[config.mk]
export PLATFORM = sky130hd
export DESIGN_NAME = tbase_timer
export DESIGN_NICKNAME = d
export VERILOG_FILES = /design/src/rtl/tbt_pkg.sv /design/src/rtl/tbt_prescaler.sv /design/src/rtl/tbt_counter.sv /design/src/rtl/tbt_regs.sv /design/src/rtl/tbase_timer.sv
export SDC_FILE = /design/constraint.sdc
export NUM_CORES = 1
export LEC_CHECK = 0
export ABC_AREA = 1
export CORE_ASPECT_RATIO = 1.4
export CORE_MARGIN = 5
export CORE_UTILIZATION = 45
export CTS_CLUSTER_DIAMETER = 40
export DETAILED_ROUTE_END_ITERATION = 16
export HOLD_SLACK_MARGIN = 0.06
export PLACE_DENSITY = 0.69
export SYNTH_ARGS = -nofsm -noshare
export SYNTH_HDL_FRONTEND = slang
export SYNTH_HIERARCHICAL = 1
export SYNTH_SLANG_ARGS = --single-unit
export TNS_END_PERCENT = 1
[constraint.sdc]
create_clock -name clk -period 3.2 [get_ports clk]
set_input_delay 0.64 -clock clk [delete_from_list [all_inputs] [get_ports clk]]
set_output_delay 0.64 -clock clk [all_outputs]
set_load 0.05 [all_outputs]
[src/rtl/tbt_pkg.sv]
package tbt_pkg;

    localparam int DATA_W = 32;

    localparam logic [2:0] A_CTRL   = 3'd0;
    localparam logic [2:0] A_IEN    = 3'd1;
    localparam logic [2:0] A_STAT   = 3'd2;
    localparam logic [2:0] A_EVT    = 3'd3;
    localparam logic [2:0] A_COUNT  = 3'd4;
    localparam logic [2:0] A_PRESC  = 3'd5;
    localparam logic [2:0] A_RELOAD = 3'd6;

    typedef enum logic [2:0] {
        TRG_FORCE  = 3'd0,
        TRG_ENABLE = 3'd1,
        TRG_UPDATE = 3'd2
    } trig_sel_e;

    // Control word layout, LSB at the bottom of the list.
    typedef struct packed {
        logic [2:0] tsel;      // 8:6
        logic       mirror;    // 5
        logic       buf_rld;   // 4
        logic       one_shot;  // 3
        logic       force_qual;// 2 forced update does not flag
        logic       upd_block; // 1
        logic       run;       // 0
    } ctrl_t;

    localparam int CTRL_W = $bits(ctrl_t);

endpackage

[src/rtl/tbt_prescaler.sv]
module tbt_prescaler #(
    parameter int CNT_W = 16
) (
    input  logic             clk,
    input  logic             rst_n,
    input  logic             cnt_en,
    input  logic             restart,
    input  logic             load,
    input  logic [CNT_W-1:0] preset,
    output logic             tick
);

    typedef struct packed {
        logic [CNT_W-1:0] phase;
        logic [CNT_W-1:0] ratio;
    } psc_state_t;

    psc_state_t s_d, s_q;

    always_comb begin
        s_d  = s_q;
        tick = 1'b0;
        if (restart) begin
            s_d.phase = '0;
        end else if (cnt_en) begin
            if (s_q.phase == s_q.ratio) begin
                s_d.phase = '0;
                tick      = 1'b1;
            end else begin
                s_d.phase = s_q.phase + 1'b1;
            end
        end
        if (load) begin
            s_d.ratio = preset;
        end
    end

    always_ff @(posedge clk or negedge rst_n) begin
        if (!rst_n) s_q <= '0;
        else        s_q <= s_d;
    end


    ratio_stable_chk: assert property (@(posedge clk) disable iff (!rst_n)
        !load |=> s_q.ratio == $past(s_q.ratio));


    psc_restart_chk: assert property (@(posedge clk) disable iff (!rst_n)
        restart |=> s_q.phase == '0);

endmodule

[src/rtl/tbt_counter.sv]
module tbt_counter #(
    parameter int CNT_W = 16
) (
    input  logic             clk,
    input  logic             rst_n,
    input  logic             tick,
    input  logic             restart,
    input  logic             wr_en,
    input  logic [CNT_W-1:0] wr_val,
    input  logic [CNT_W-1:0] limit,
    output logic [CNT_W-1:0] count,
    output logic             ovf
);

    logic [CNT_W-1:0] count_d, count_q;
    logic             live;

    always_comb begin
        count_d = count_q;
        live    = tick && (limit != '0) && !restart && !wr_en;
        ovf     = live && (count_q == limit);
        if (restart) begin
            count_d = '0;
        end else if (wr_en) begin
            count_d = wr_val;
        end else if (live) begin
            count_d = ovf ? '0 : count_q + 1'b1;
        end
    end

    always_ff @(posedge clk or negedge rst_n) begin
        if (!rst_n) count_q <= '0;
        else        count_q <= count_d;
    end

    assign count = count_q;


    wrap_to_zero_chk: assert property (@(posedge clk) disable iff (!rst_n)
        ovf |=> count_q == '0);


    zero_limit_hold_chk: assert property (@(posedge clk) disable iff (!rst_n)
        (limit == '0 && !restart && !wr_en) |=> count_q == $past(count_q));


    cnt_restart_chk: assert property (@(posedge clk) disable iff (!rst_n)
        restart |=> count_q == '0);


    cnt_write_chk: assert property (@(posedge clk) disable iff (!rst_n)
        (wr_en && !restart) |=> count_q == $past(wr_val));

endmodule

[src/rtl/tbt_regs.sv]
module tbt_regs
    import tbt_pkg::*;
#(
    parameter int CNT_W = 16
) (
    input  logic              clk,
    input  logic              rst_n,
    input  logic              bus_wr,
    input  logic [2:0]        bus_addr,
    input  logic [DATA_W-1:0] bus_wdata,
    output logic [DATA_W-1:0] bus_rdata,
    input  logic [CNT_W-1:0]  cur_count,
    input  logic              ovf,
    output logic              cnt_en,
    output logic              force_upd,
    output logic              uev,
    output logic [CNT_W-1:0]  presc_pre,
    output logic [CNT_W-1:0]  limit,
    output logic              cnt_wr,
    output logic [CNT_W-1:0]  cnt_wdata,
    output logic              upd_irq,
    output logic              upd_dma,
    output logic              trig_out
);

    typedef struct packed {
        ctrl_t            ctrl;
        logic             irq_en;
        logic             dma_en;
        logic             flag;
        logic [CNT_W-1:0] presc_pre;
        logic [CNT_W-1:0] reload_pre;
        logic [CNT_W-1:0] reload_shd;
        logic             cnt_en;
        logic             force_p;
        logic             uev_p;
        logic             dma_p;
    } reg_state_t;

    reg_state_t s_d, s_q;
    logic       flag_set;
    logic       stop_now;
    logic       unused_wdata;

    assign unused_wdata = ^bus_wdata[DATA_W-1:CNT_W];

    always_comb begin
        s_d       = s_q;
        force_upd = bus_wr && (bus_addr == A_EVT) && bus_wdata[0];
        uev       = (ovf || force_upd) && !s_q.ctrl.upd_block;
        flag_set  = uev && !(force_upd && s_q.ctrl.force_qual);
        stop_now  = uev && s_q.ctrl.one_shot;

        if (bus_wr) begin
            case (bus_addr)
                A_CTRL:   s_d.ctrl = ctrl_t'(bus_wdata[CTRL_W-1:0]);
                A_IEN: begin
                    s_d.irq_en = bus_wdata[0];
                    s_d.dma_en = bus_wdata[1];
                end
                A_STAT:   s_d.flag       = s_q.flag & bus_wdata[0];
                A_PRESC:  s_d.presc_pre  = bus_wdata[CNT_W-1:0];
                A_RELOAD: s_d.reload_pre = bus_wdata[CNT_W-1:0];
                default:  ;
            endcase
        end

        if (uev)      s_d.reload_shd = s_q.reload_pre;
        if (stop_now) s_d.ctrl.run   = 1'b0;
        if (flag_set) s_d.flag       = 1'b1;

        s_d.cnt_en  = s_q.ctrl.run && !stop_now;
        s_d.force_p = force_upd;
        s_d.uev_p   = uev;
        s_d.dma_p   = flag_set && s_q.dma_en;
    end

    always_ff @(posedge clk or negedge rst_n) begin
        if (!rst_n) begin
            s_q            <= '0;
            s_q.reload_pre <= '1;
            s_q.reload_shd <= '1;
        end else begin
            s_q <= s_d;
        end
    end

    assign cnt_en    = s_q.cnt_en;
    assign presc_pre = s_q.presc_pre;
    assign limit     = s_q.ctrl.buf_rld ? s_q.reload_shd : s_q.reload_pre;
    assign cnt_wr    = bus_wr && (bus_addr == A_COUNT);
    assign cnt_wdata = bus_wdata[CNT_W-1:0];
    assign upd_irq   = s_q.flag && s_q.irq_en;
    assign upd_dma   = s_q.dma_p;

    always_comb begin
        case (trig_sel_e'(s_q.ctrl.tsel))
            TRG_FORCE:  trig_out = s_q.force_p;
            TRG_ENABLE: trig_out = s_q.cnt_en;
            TRG_UPDATE: trig_out = s_q.uev_p;
            default:    trig_out = 1'b0;
        endcase
    end

    always_comb begin
        bus_rdata = '0;
        case (bus_addr)
            A_CTRL:   bus_rdata[CTRL_W-1:0] = s_q.ctrl;
            A_IEN:    bus_rdata[1:0]        = {s_q.dma_en, s_q.irq_en};
            A_STAT:   bus_rdata[0]          = s_q.flag;
            A_COUNT: begin
                bus_rdata[CNT_W-1:0] = cur_count;
                bus_rdata[DATA_W-1]  = s_q.ctrl.mirror && s_q.flag;
            end
            A_PRESC:  bus_rdata[CNT_W-1:0]  = s_q.presc_pre;
            A_RELOAD: bus_rdata[CNT_W-1:0]  = s_q.reload_pre;
            default:  bus_rdata = '0;
        endcase
    end


    blocked_shadow_chk: assert property (@(posedge clk) disable iff (!rst_n)
        s_q.ctrl.upd_block |=> s_q.reload_shd == $past(s_q.reload_shd));


    qual_no_flag_chk: assert property (@(posedge clk) disable iff (!rst_n)
        (force_upd && s_q.ctrl.force_qual && !s_q.flag) |=> !s_q.flag);


    dma_with_flag_chk: assert property (@(posedge clk) disable iff (!rst_n)
        upd_dma |-> s_q.flag);


    one_shot_stop_chk: assert property (@(posedge clk) disable iff (!rst_n)
        (uev && s_q.ctrl.one_shot) |=> (!s_q.ctrl.run && !s_q.cnt_en));


    enable_lag_chk: assert property (@(posedge clk) disable iff (!rst_n)
        (s_q.ctrl.run && !uev) |=> s_q.cnt_en);


    flag_set_wins_chk: assert property (@(posedge clk) disable iff (!rst_n)
        (ovf && !s_q.ctrl.upd_block) |=> s_q.flag);

endmodule

[src/rtl/tbase_timer.sv]
module tbase_timer
    import tbt_pkg::*;
#(
    parameter int CNT_W = 16
) (
    input  logic              clk,
    input  logic              rst_n,
    input  logic              bus_wr,
    input  logic [2:0]        bus_addr,
    input  logic [DATA_W-1:0] bus_wdata,
    output logic [DATA_W-1:0] bus_rdata,
    output logic              upd_irq,
    output logic              upd_dma,
    output logic              trig_out
);

    logic             cnt_en;
    logic             force_upd;
    logic             uev;
    logic [CNT_W-1:0] presc_pre;
    logic [CNT_W-1:0] limit;
    logic             cnt_wr;
    logic [CNT_W-1:0] cnt_wdata;
    logic             tick;
    logic [CNT_W-1:0] count;
    logic             ovf;

    tbt_regs #(.CNT_W(CNT_W)) regs_i (
        .clk       (clk),
        .rst_n     (rst_n),
        .bus_wr    (bus_wr),
        .bus_addr  (bus_addr),
        .bus_wdata (bus_wdata),
        .bus_rdata (bus_rdata),
        .cur_count (count),
        .ovf       (ovf),
        .cnt_en    (cnt_en),
        .force_upd (force_upd),
        .uev       (uev),
        .presc_pre (presc_pre),
        .limit     (limit),
        .cnt_wr    (cnt_wr),
        .cnt_wdata (cnt_wdata),
        .upd_irq   (upd_irq),
        .upd_dma   (upd_dma),
        .trig_out  (trig_out)
    );

    tbt_prescaler #(.CNT_W(CNT_W)) psc_i (
        .clk     (clk),
        .rst_n   (rst_n),
        .cnt_en  (cnt_en),
        .restart (force_upd),
        .load    (uev),
        .preset  (presc_pre),
        .tick    (tick)
    );

    tbt_counter #(.CNT_W(CNT_W)) cnt_i (
        .clk     (clk),
        .rst_n   (rst_n),
        .tick    (tick),
        .restart (force_upd),
        .wr_en   (cnt_wr),
        .wr_val  (cnt_wdata),
        .limit   (limit),
        .count   (count),
        .ovf     (ovf)
    );

endmodule

### Yosys cells after proc, flatten, opt, wreduce, memory -nomap -nowiden

Cells that the tools add are included.

| operators by class | value |
|---|---|
| add/sub/neg operators | 2 |
| multipliers | 0 |
| divide/modulo/power cells | 0 |
| $lt $le $gt $ge | 0 |
| equal/unequal tests | 10 |
| shifts and indexed selects | 0 |
| muxes and demuxes | 25 |
| bitwise logic cells | 1 |
| reduce and logical (&&, ||, !) cells | 36 |

Operators by type and width:

| cell | number |
|---|---|
| $mux W16 | 10 |
| $mux W36 | 1 |
| $add A16 B1 Y16 const B | 2 |
| $eq A16 B16 Y1 | 2 |
| $pmux W7 S4 | 1 |
| $pmux W7 S3 | 1 |
| $reduce_bool A16 Y1 | 1 |
| $logic_and A1 B1 Y1 | 15 |
| $reduce_and A2 Y1 | 6 |
| $reduce_bool A2 Y1 | 5 |
| $eq A3 B2 Y1 const B | 3 |
| $eq A3 B3 Y1 const B | 3 |
| $mux W1 | 8 |
| $eq A3 B1 Y1 const B | 2 |
| $logic_not A3 Y1 | 2 |
| $pmux W1 S6 | 1 |
| $logic_not A1 Y1 | 5 |
| $pmux W1 S5 | 1 |
| $pmux W1 S3 | 1 |
| $reduce_bool A3 Y1 | 1 |
| $mux W2 | 1 |
| $and A1 B1 Y1 | 1 |
| $logic_or A1 B1 Y1 | 1 |

| storage, ports and cells | value |
|---|---|
| register bits | 112 |
| latch bits | 0 |
| memory bits (writable) | 0 |
| memory bits (read-only) | 0 |
| output and inout port bits | 35 |
| word-level logic and storage cells | 94 |
| memories kept | 0 |

### Depth between registers and ports, before layout

Gate-level depths: netlist of run 1.

| logic depth | value |
|---|---|
| depth after elaboration | 13 |
| mapped depth | 18 |
| depth with buffers taken out | 15 |

### Cells and area by module

Netlist of run 1, hierarchy kept.

By module, submodules not included:

| module | times used | cells an instance | area an instance (um^2) | sequential area each (um^2) |
|---|---|---|---|---|
| tbt_regs | 1 | 460 | 3,621.0 | 1,641.6 |
| tbt_prescaler | 1 | 263 | 1,839.3 | 800.8 |
| tbt_counter | 1 | 322 | 1,694.1 | 400.4 |

### Worst setup path after synthesis of run 1

Ideal clock, no wire load.

| timing | value |
|---|---|
| path type | input -> register |
| start | input port bus_wr |
| end | register psc_i/s_q[11] in the netlist's numbering |
| setup time | 0.135 ns |
| data arrival time | 2.998 ns |
| data required time | 3.065 ns |
| slack | 0.067 ns |
| cell stages on the path | 14 |
| path buffers | 4 |
| path through | buf_2 > nand3_2 > nor2_1 > nor2_1 > buf_2 > nor3_1 > nand2_2 > nor3b_1 > o21bai_4 > nand2_4 > buf_6 > inv_1 > clkbuf_1 > o21ai_0 |

| between the ends | value |
|---|---|
| word-level cells in the longest chain between the ends | 9 |
| elaborated cells between the ends (all ways) | 12 |

RTL lines:

| element | line | RTL |
|---|---|---|
| from (decl) | tbase_timer.sv:8 | `input logic bus_wr,` |
| $logic_and A1 B1 Y1 (2 in series) | tbt_regs.sv:49 | `force_upd = bus_wr && (bus_addr == A_EVT) && bus_wdata[0];` |
| named net force_upd | tbase_timer.sv:18 | `logic force_upd;` |
| $mux W1 | tbt_prescaler.sv:23 | `if (restart) begin` |
| named net tick | tbase_timer.sv:24 | `logic tick;` |
| $logic_and A1 B1 Y1 (3 in series) | tbt_counter.sv:20 | `live = tick && (limit != '0) && !restart && !wr_en;` |
| $logic_and A1 B1 Y1 | tbt_counter.sv:21 | `ovf = live && (count_q == limit);` |
| named net ovf | tbase_timer.sv:26 | `logic ovf;` |
| $logic_or A1 B1 Y1 | tbt_regs.sv:50 | `uev = (ovf \|\| force_upd) && !s_q.ctrl.upd_block;` |
| $logic_and A1 B1 Y1 | tbt_regs.sv:50 |  |
| named net uev | tbase_timer.sv:19 | `logic uev;` |
| to (signal assigned) | tbt_prescaler.sv:39 | `if (!rst_n) s_q <= '0;` |
| to (signal assigned) | tbt_prescaler.sv:40 | `else s_q <= s_d;` |
| to (decl) | tbt_prescaler.sv:18 | `psc_state_t s_d, s_q;` |

The timed path passes the listed nets, and every way through them passes these cells.
A chain may end at the register's enable or synchronous reset.

### Worst setup path after layout of run 1

| timing | value |
|---|---|
| start | input port bus_addr[1] |
| end | output port bus_rdata[8] |

| between the ends | value |
|---|---|
| word-level cells in the longest chain between the ends | 2 |
| elaborated cells between the ends (all ways) | 5 |

RTL lines:

| element | line | RTL |
|---|---|---|
| from (decl) | tbase_timer.sv:9 | `input logic [2:0] bus_addr,` |
| $eq A3 B3 Y1 / $logic_not A3 Y1 (equally long branches) | tbt_regs.sv:107 | `case (bus_addr)` |
| $pmux W7 S4 * | tbt_regs.sv:107 |  |
| to (decl) | tbase_timer.sv:11 | `output logic [DATA_W-1:0] bus_rdata,` |

Mark *: on every way between the ends. The rest lies on a longest branch, timed or not.

==> results of run 1 <==
where the power goes:
part,internal (mW),switching (mW)
Combinational,0.597,1.02
Sequential,1.79,0.349
Clock,0.553,0.519
Total,2.94,1.88
placed cells by master, fill, tap and decap left out, types with 11 or more instances in the layout:
cell type,instances
sky130_fd_sc_hd__o21ai_2,17
sky130_fd_sc_hd__nor2_1,74
sky130_fd_sc_hd__dfstp_2,32
sky130_fd_sc_hd__buf_4,22
sky130_fd_sc_hd__inv_2,13
sky130_fd_sc_hd__clkdlybuf4s50_1,23
sky130_fd_sc_hd__inv_1,92
sky130_fd_sc_hd__o21ai_0,38
sky130_fd_sc_hd__a21oi_1,14
sky130_fd_sc_hd__nand2_2,11
sky130_fd_sc_hd__nand3_1,50
sky130_fd_sc_hd__nand2_1,458
sky130_fd_sc_hd__nand4_1,15
sky130_fd_sc_hd__buf_12,21
sky130_fd_sc_hd__nor3_1,12
sky130_fd_sc_hd__conb_1,15
sky130_fd_sc_hd__dfrtp_1,80
sky130_fd_sc_hd__o21ai_1,24
worst paths after layout:
kind                                start              to  cells past startpoint
max                           bus_addr[1]    bus_rdata[8]                      9
min                                 rst_n  cnt_i/count[1]                      1
max reg2reg                regs_i/s_q[59]    psc_i/s_q[1]                     14
min reg2reg                regs_i/s_q[11]  regs_i/s_q[11]                      2
max in group asynchronous           rst_n  regs_i/s_q[20]                      2
min in group clk           regs_i/s_q[11]  regs_i/s_q[11]                      2
logic make-up (layout without fill, tap and decap cells):
logic type      Yosys count  in the layout  share of synthesized area, %
simple gates            641            641                         37.27
fa+ha+maj                 2              2                        0.3497
xor+xnor                 10             10                         1.224
flops                   112            112                         39.73
buf+inv                 184            188                         13.59
compound gates           95             95                         7.783
other cells               1             15                       0.05242
flip-flops by register name, summed over array words and instances (netlist names):
| name | count |
|---|---|
| cnt_i/count | 16 |
| regs_i/s_q | 46 |
| regs_i/upd_dma | 1 |
| regs_i/presc_pre | 16 |
| psc_i/s_q | 32 |
| regs_i/cnt_en | 1 |
cell type report:
type / instances / area [um2] / share of cell area (%)
tap: 196 / 245.2 / 3.075
timing repair buffer: 66 / 815.8 / 10.23
sequential: 112 / 2843 / 35.65
multi-input combinational: 763 / 3395 / 42.57
clock buffer: 12 / 246.5 / 3.091
clock inverter: 4 / 28.78 / 0.3609
inverter: 106 / 400.4 / 5.021
layer usage:
metal / vias to the layer above / track usage (%)
met4: 0 / 7.564
met3: 34 / 1.521
met2: 146 / 34.90
met1: 2882 / 24.66
li1: 3190 / -
met5: - / 0
==> results list, run 1 <==
- In this run the cell area of the synthesized design comes to 7154 um2.
* Smallest setup slack after layout: 283.7 ps
* Final critical-path share of the clock period: 91.13%
- In this run the tool buffered the top-level ports with 41 buffer cells.
* Most frequent cell after synthesis: sky130_fd_sc_hd__nand2_1
* RePlAce Congestion: 0.9285
- Number of global-route vias before repair: 6028
* Power per Cell Area: 605.5 nW/um2
* Global-route usage over all layers: 19.75%
* Syn_area_per_cell: 6.846 um2
- The layout has 1515 filler cells.
- Post-CTS Setup Repair Bufs: 0
* Kind of end point of the critical path: output port
- Cell with the largest stage delay on the worst path: sky130_fd_sc_hd__clkdlybuf4s50_1
* Accumulated negative setup slack: 0 ps
- Setup repair after global routing missed its margin: false
- Clock tree synthesis inserted a total of 9 buffers.
- Relative slew slack: 57.56%
- The worst setup path is launched from a primary input.
* Synth cell types: 32
* Count of non-filler cells in the finished layout: 1259
- The min-delay analysis places its worst path in the category in2async.
- Post-route core utilization: 51.09%
- CORE AREA: 15610 um2
* Sum of internal, switching and leakage power: 4.828 mW
* VDD IR-drop max: 0.2966 mV
* Iteration count of the initial detailed-routing pass: 6
- In this run, post-CTS repair resized a total of 0 instances.
- Post-Place Setup Slack: 76.98 ps
* Hold-fix buffer count after cts: 0
- M1 wire length: 7485 um
- Traced cell by cell, the critical path runs through clkdlybuf4s50_1 -> buf_4 -> nor2_1 -> nand2_1 -> inv_1 -> buf_12 -> nand2_1 -> nand4_1 -> buf_12.
* Maximum operating frequency: 342.9 MHz
* Post-route worst hold slack: 276.7 ps
* Async set-or-reset flop fraction in the synthesized netlist: 100.0%
- The H-tree was split into 3 levels.
* Met3 wire len: 572 um
- Count of flip-flops with a built-in enable after synthesis: 0
* Peak fanout along the critical path: 16
- Initial antenna violation count: 0
- At the later pin of the worst-skew pair, clock insertion delay measures 350 ps.
- Average via count per standard cell: 4.966
- The synthesized design contains 112 register bits.
- Maximum cell stage delay along the critical path: 480 ps
* Result of the run: finished clean
* Clock-pin slew on the worst setup and hold paths: 70 ps
- After synthesis, the cell types taking the most area are sky130_fd_sc_hd__dfrtp_1 28%, sky130_fd_sc_hd__nand2_1 24%, sky130_fd_sc_hd__dfstp_2 12%.
* CP bufs+invs: 5
- Average routed wire per standard cell: 13.99 um
* Die Wd: 116.6 um
- Once the floorplan was initialized, standard cells occupied 45.84% of the core.
- For the worst setup path, the data arrival time is 2280 ps.
- Count of antenna diodes in the layout: 0
- Most area-hungry cell type in the Yosys netlist: sky130_fd_sc_hd__dfrtp_1
* Die area: 18560 um2
* CP top delay family: buffers and inverters
- For this block, the routed nets add up to 17620 um of wire.
* Static Leakage: 4.002 nW
* Count of pins over their slew limit: 0
- Clock tree from TritonCTS: built
- Buffer levels on the longest clock path: 2
- For the worst setup path, the data required time is 2560 ps.
- In this run, placement finished with an instance count of 1243.
- Number of clock sinks: 112
- Number of setup violations in the final report: 0
- Wire segments on met2 add up to 9053 um in the final route.
* Detailed-route via count: 6252
- Fraction of synthesized cell area taken by the top area cell type: 27.98%
- Clock skew on the completed layout was measured at 11.35 ps.
- Global-route congestion overflow total: 0
* Drc violations: 0
- The floorplan step set the die height to 159.2 um.
- Clock period minus worst slack: 2916 ps
* I/O Pins: 73
- Fraction of layout cells with a size suffix above 1: 14.30%
- For this run, the leading register cell type out of synthesis is sky130_fd_sc_hd__dfrtp_1.
- The commonest cells after synthesis are 458 x sky130_fd_sc_hd__nand2_1, 92 x sky130_fd_sc_hd__inv_1, 80 x sky130_fd_sc_hd__dfrtp_1.
* First DRT Iteration DRCs: 390
- Type of the worst setup path: in2out
- The tree is rooted in a sky130_fd_sc_hd__clkbuf_16.
- Summing all placed instances gives a cell area of 7699 um2.
- Compared with the post-synthesis result, the final layout area differs by 11.46%.
- DP HPWL: 13280 um
* Final-stage net count: 1098
* Largest net degree at the start of global routing: 52
* Core Rows: 54
- The first global-routing pass estimated 29570 um of wire.
- After detailed routing, no signal wire sits above met4.
* # Max-Cap Violations: 0
* Post-synthesis cell count: 1045
- Fraction of the yosys area taken by sequential cells: 39.73%
- Setup slack of the worst register-to-register path: 550 ps
- The number of hold violations in the final report is 0.
* Slew of the pin with the lowest slew margin: 634.3 ps
- Post-route design area: 7974 um2
* Antenna-violating nets left: 0
- For this run, the number of Yosys warnings is 6.
(Power assumes the default switching activity.)
==> inputs of run 2 (changes only) <==
--- a/config.mk
+++ b/config.mk
@@ -8,11 +8,11 @@
 export ABC_AREA = 1
 export CORE_ASPECT_RATIO = 1.4
 export CORE_MARGIN = 5
-export CORE_UTILIZATION = 45
+export CORE_UTILIZATION = 55
 export CTS_CLUSTER_DIAMETER = 40
 export DETAILED_ROUTE_END_ITERATION = 16
 export HOLD_SLACK_MARGIN = 0.06
-export PLACE_DENSITY = 0.69
+export PLACE_DENSITY = 0.81
 export SYNTH_ARGS = -nofsm -noshare
 export SYNTH_HDL_FRONTEND = slang
 export SYNTH_HIERARCHICAL = 1
==> results list, run 2 (same netlist as run 1, synthesis figures left out) <==
- The placeable core area is 12810 um2 (-18%).
- The routability congestion estimate from global placement came to 0.9740 (+4.9%).
* Die span in y: 144.9 um (-8.9%)
* Clock buffer count from CTS: 9 (unchanged)
- The total of endpoints with negative setup slack in the final report is 0 (unchanged).
- Final critical-path share of the clock period: 90.32% (-0.81 points)
* Number of clock sinks: 112 (unchanged)
- In this design, the largest share of critical-path delay is due to buffers and inverters.
- Antenna-violating nets left: 0 (unchanged)
- Cell with the largest stage delay on the worst path: sky130_fd_sc_hd__clkdlybuf4s50_1
- The placed instance area was 7610 um2 (-1.2%).
- Relative slew slack: 60.11% (+2.5 points)
* Maximum cell stage delay along the critical path: 520 ps (+40 ps)
- Setup slack of the worst register-to-register path: 490 ps (-60 ps)
- The number of antenna violations at the first check in global routing came to 0 (unchanged).
* Type of the worst setup path: in2out
* Register with the highest flop count: regs_i/s_q
* Post-route design area: 7893 um2 (-1.0%)
- Largest net degree at the start of global routing: 71 (+37%)
- Setup repair after global routing left no endpoint under its margin.
- Layout overhead on the synthesized area: 10.32%
- The maximum level of the CTS H-tree came to 3 (unchanged).
- Hold-fix buffer count after cts: 0 (unchanged)
* Average via count per standard cell: 5.208 (+4.9%)
* Global-route congestion overflow total: 0 (unchanged)
- Final-stage net count: 1095 (-0.27%)
- # Max-Cap Violations: 0 (unchanged)
- Clock latency on the worst-skew pair: 350 ps (about the same)
- Post-Place Setup Slack: 49.76 ps (-27.22 ps)
- Accumulated negative setup slack: 0 ps (unchanged)
- In the final layout, the registers with the most flip-flops are regs_i/s_q x46, psc_i/s_q x32.
- The library cell used most frequently in the layout, excluding fill and tap cells, is sky130_fd_sc_hd__nand2_1.
* Clock tree from TritonCTS: built
* VDD IR-drop max: 0.3082 mV (+3.9%)
* CP most frequent cell: sky130_fd_sc_hd__nand2_1
* Clock period minus worst slack: 2890 ps (-25.99 ps)
- Global-route usage over all layers: 22.46% (+2.7 points)
- The DRC violation count after routing was 0 (unchanged).
- The final-report max-slew violation count came to 0 (unchanged).
- First DRT Iteration DRCs: 386 (-1.0%)
- Number of I/O port buffers: 41 (unchanged)
- Data arrival at the endpoint of the critical path: 2250 ps (-30 ps)
- Result of the run: finished clean
- Number of gates given a new drive strength after cts: 0 (unchanged)
- The starting density of the core is 55.83% (+10 points).
* Die Wd: 106.4 um (-8.7%)
- Core Rows: 49 (-9.3%)
* Overall routed net length: 16760 um (-4.9%)
- The number of post-CTS setup repair buffers came to 0 (unchanged).
- DP HPWL: 12610 um (-5.1%)
* Die area: 15420 um2 (-17%)
- Fraction of layout cells with a size suffix above 1: 14.25% (-0.054 points)
* I/O Pins: 73 (unchanged)
- The number of hold violations in the final report was 0 (unchanged).
- Maximum clock skew at final layout: 10.55 ps (-0.8006 ps)
* First-pass GRT wire length: 28410 um (-3.9%)
- Category of the worst setup path launch point: primary input
- Number of flip-flops under the largest register name: 46 (unchanged)
* Static Leakage: 3.993 nW (-0.23%)
- The endpoint required time on the critical path is 2560 ps (about the same).
* Count of antenna diodes in the layout: 0 (unchanged)
- The transition time at the pin with the least slew margin is 596.3 ps (-38.01 ps).
* Average routed wire per standard cell: 13.82 um (-1.2%)
* CP bufs+invs: 6 (+1)
- The count of TritonRoute iterations in the first routing pass is 5 (-1).
- Power per Cell Area: 610.9 nW/um2 (+0.90%)
- The root buffer cell chosen for the clock tree is sky130_fd_sc_hd__clkbuf_16.
* Maximum operating frequency: 346.0 MHz (+0.90%)
- Path class of the lowest-slack min-delay path: in2async
* Clock-pin slew on the worst setup and hold paths: 80 ps (about the same)
- Peak fanout along the critical path: 16 (unchanged)
* Layout fillers: 1126 (-26%)
* Detailed-route via count: 6317 (+1.0%)
- The top cell types in the final layout, fill and taps aside, are 458 x sky130_fd_sc_hd__nand2_1, 92 x sky130_fd_sc_hd__inv_1, 80 x sky130_fd_sc_hd__dfrtp_1, 74 x sky130_fd_sc_hd__nor2_1, 50 x sky130_fd_sc_hd__nand3_1.
* Buffer levels on the longest clock path: 2 (unchanged)
* Kind of end point of the critical path: output port
- Number of global-route vias before repair: 5956 (-1.2%)
- The final critical-path setup slack came to 309.7 ps (+25.99 ps).
* Ordered list of cells on the worst path: clkdlybuf4s50_1 -> inv_4 -> buf_4 -> nor3_4 -> buf_4 -> nand2_1 -> nand2_1 -> inv_1 -> nand2_1 -> buf_12
## run 2: cell count changes in the layout (fill, tap and decap cells not counted)
cell	change
sky130_fd_sc_hd__clkbuf_1	-2
sky130_fd_sc_hd__buf_4	-2
sky130_fd_sc_hd__clkinv_4	+2
sky130_fd_sc_hd__clkinvlp_4	-1
sky130_fd_sc_hd__clkinv_2	+1
sky130_fd_sc_hd__buf_12	-1
## run 2: final cells by class
class	count	area, um2	area share, %
Clock buffer	10	239.0	3.028
Clock inverter	6	43.79	0.5549
Inverter	106	400.4	5.073
Multi-Input combinational cell	763	3395	43.01
Sequential cell	112	2843	36.02
Tap cell	153	191.4	2.425
Timing Repair Buffer	63	780.7	9.892
## run 2: stage by stage
stage / hold slack (ps) / cells / util [%] / total power, mW
floorplan: 344.4 / 1059 / - / 3.325
global placement: 450.1 / 1197 / 59.39 / 3.706
detailed placement: 454.6 / 1197 / 59.39 / 3.754
CTS: 293.5 / 1213 / 61.60 / 4.845
global route: 316.2 / 1213 / 61.60 / 5.176
finish: 283.7 / 1213 / 61.60 / 4.822
## run 2: per-layer routing
| layer | vias up | GRT usage [%] | share of wire [%] |
|---|---|---|---|
| li1 | 3186 | - | - |
| met5 | - | 0 | 0 |
| met2 | 184 | 38.93 | 51 |
| met3 | 32 | 2.178 | 4.0 |
| met4 | 0 | 9.203 | 2.9 |
| met1 | 2915 | 28.54 | 42 |
## run 2: power breakdown
| group | switching, mW | internal [mW] |
|---|---|---|
| Combinational | 1.01 | 0.595 |
| Clock | 0.525 | 0.553 |
| Sequential | 0.347 | 1.79 |
## run 2: worst paths after layout
| kind | cells after the start | end | from |
|---|---|---|---|
| hold reg to reg | 2 | regs_i/s_q[8] | regs_i/s_q[8] |
| hold / removal | 1 | regs_i/s_q[57] | rst_n |
| min in group clk | 2 | regs_i/s_q[8] | regs_i/s_q[8] |
| setup / recovery | 10 | bus_rdata[1] | bus_addr[2] |
| setup reg to reg | 15 | psc_i/s_q[4] | regs_i/s_q[59] |
| max in group asynchronous | 2 | regs_i/s_q[17] | rst_n |
==> inputs of run 3 (changes only) <==
--- a/config.mk
+++ b/config.mk
@@ -6,6 +6,7 @@
 export NUM_CORES = 1
 export LEC_CHECK = 0
 export ABC_AREA = 1
+export CAP_MARGIN = 30
 export CORE_ASPECT_RATIO = 1.4
 export CORE_MARGIN = 5
 export CORE_UTILIZATION = 55
@@ -13,6 +14,7 @@
 export DETAILED_ROUTE_END_ITERATION = 16
 export HOLD_SLACK_MARGIN = 0.06
 export PLACE_DENSITY = 0.81
+export SLEW_MARGIN = 20
 export SYNTH_ARGS = -nofsm -noshare
 export SYNTH_HDL_FRONTEND = slang
 export SYNTH_HIERARCHICAL = 1
==> results of run 3 <==
The final DEF is identical to that of run 2; final timing and power are the same.
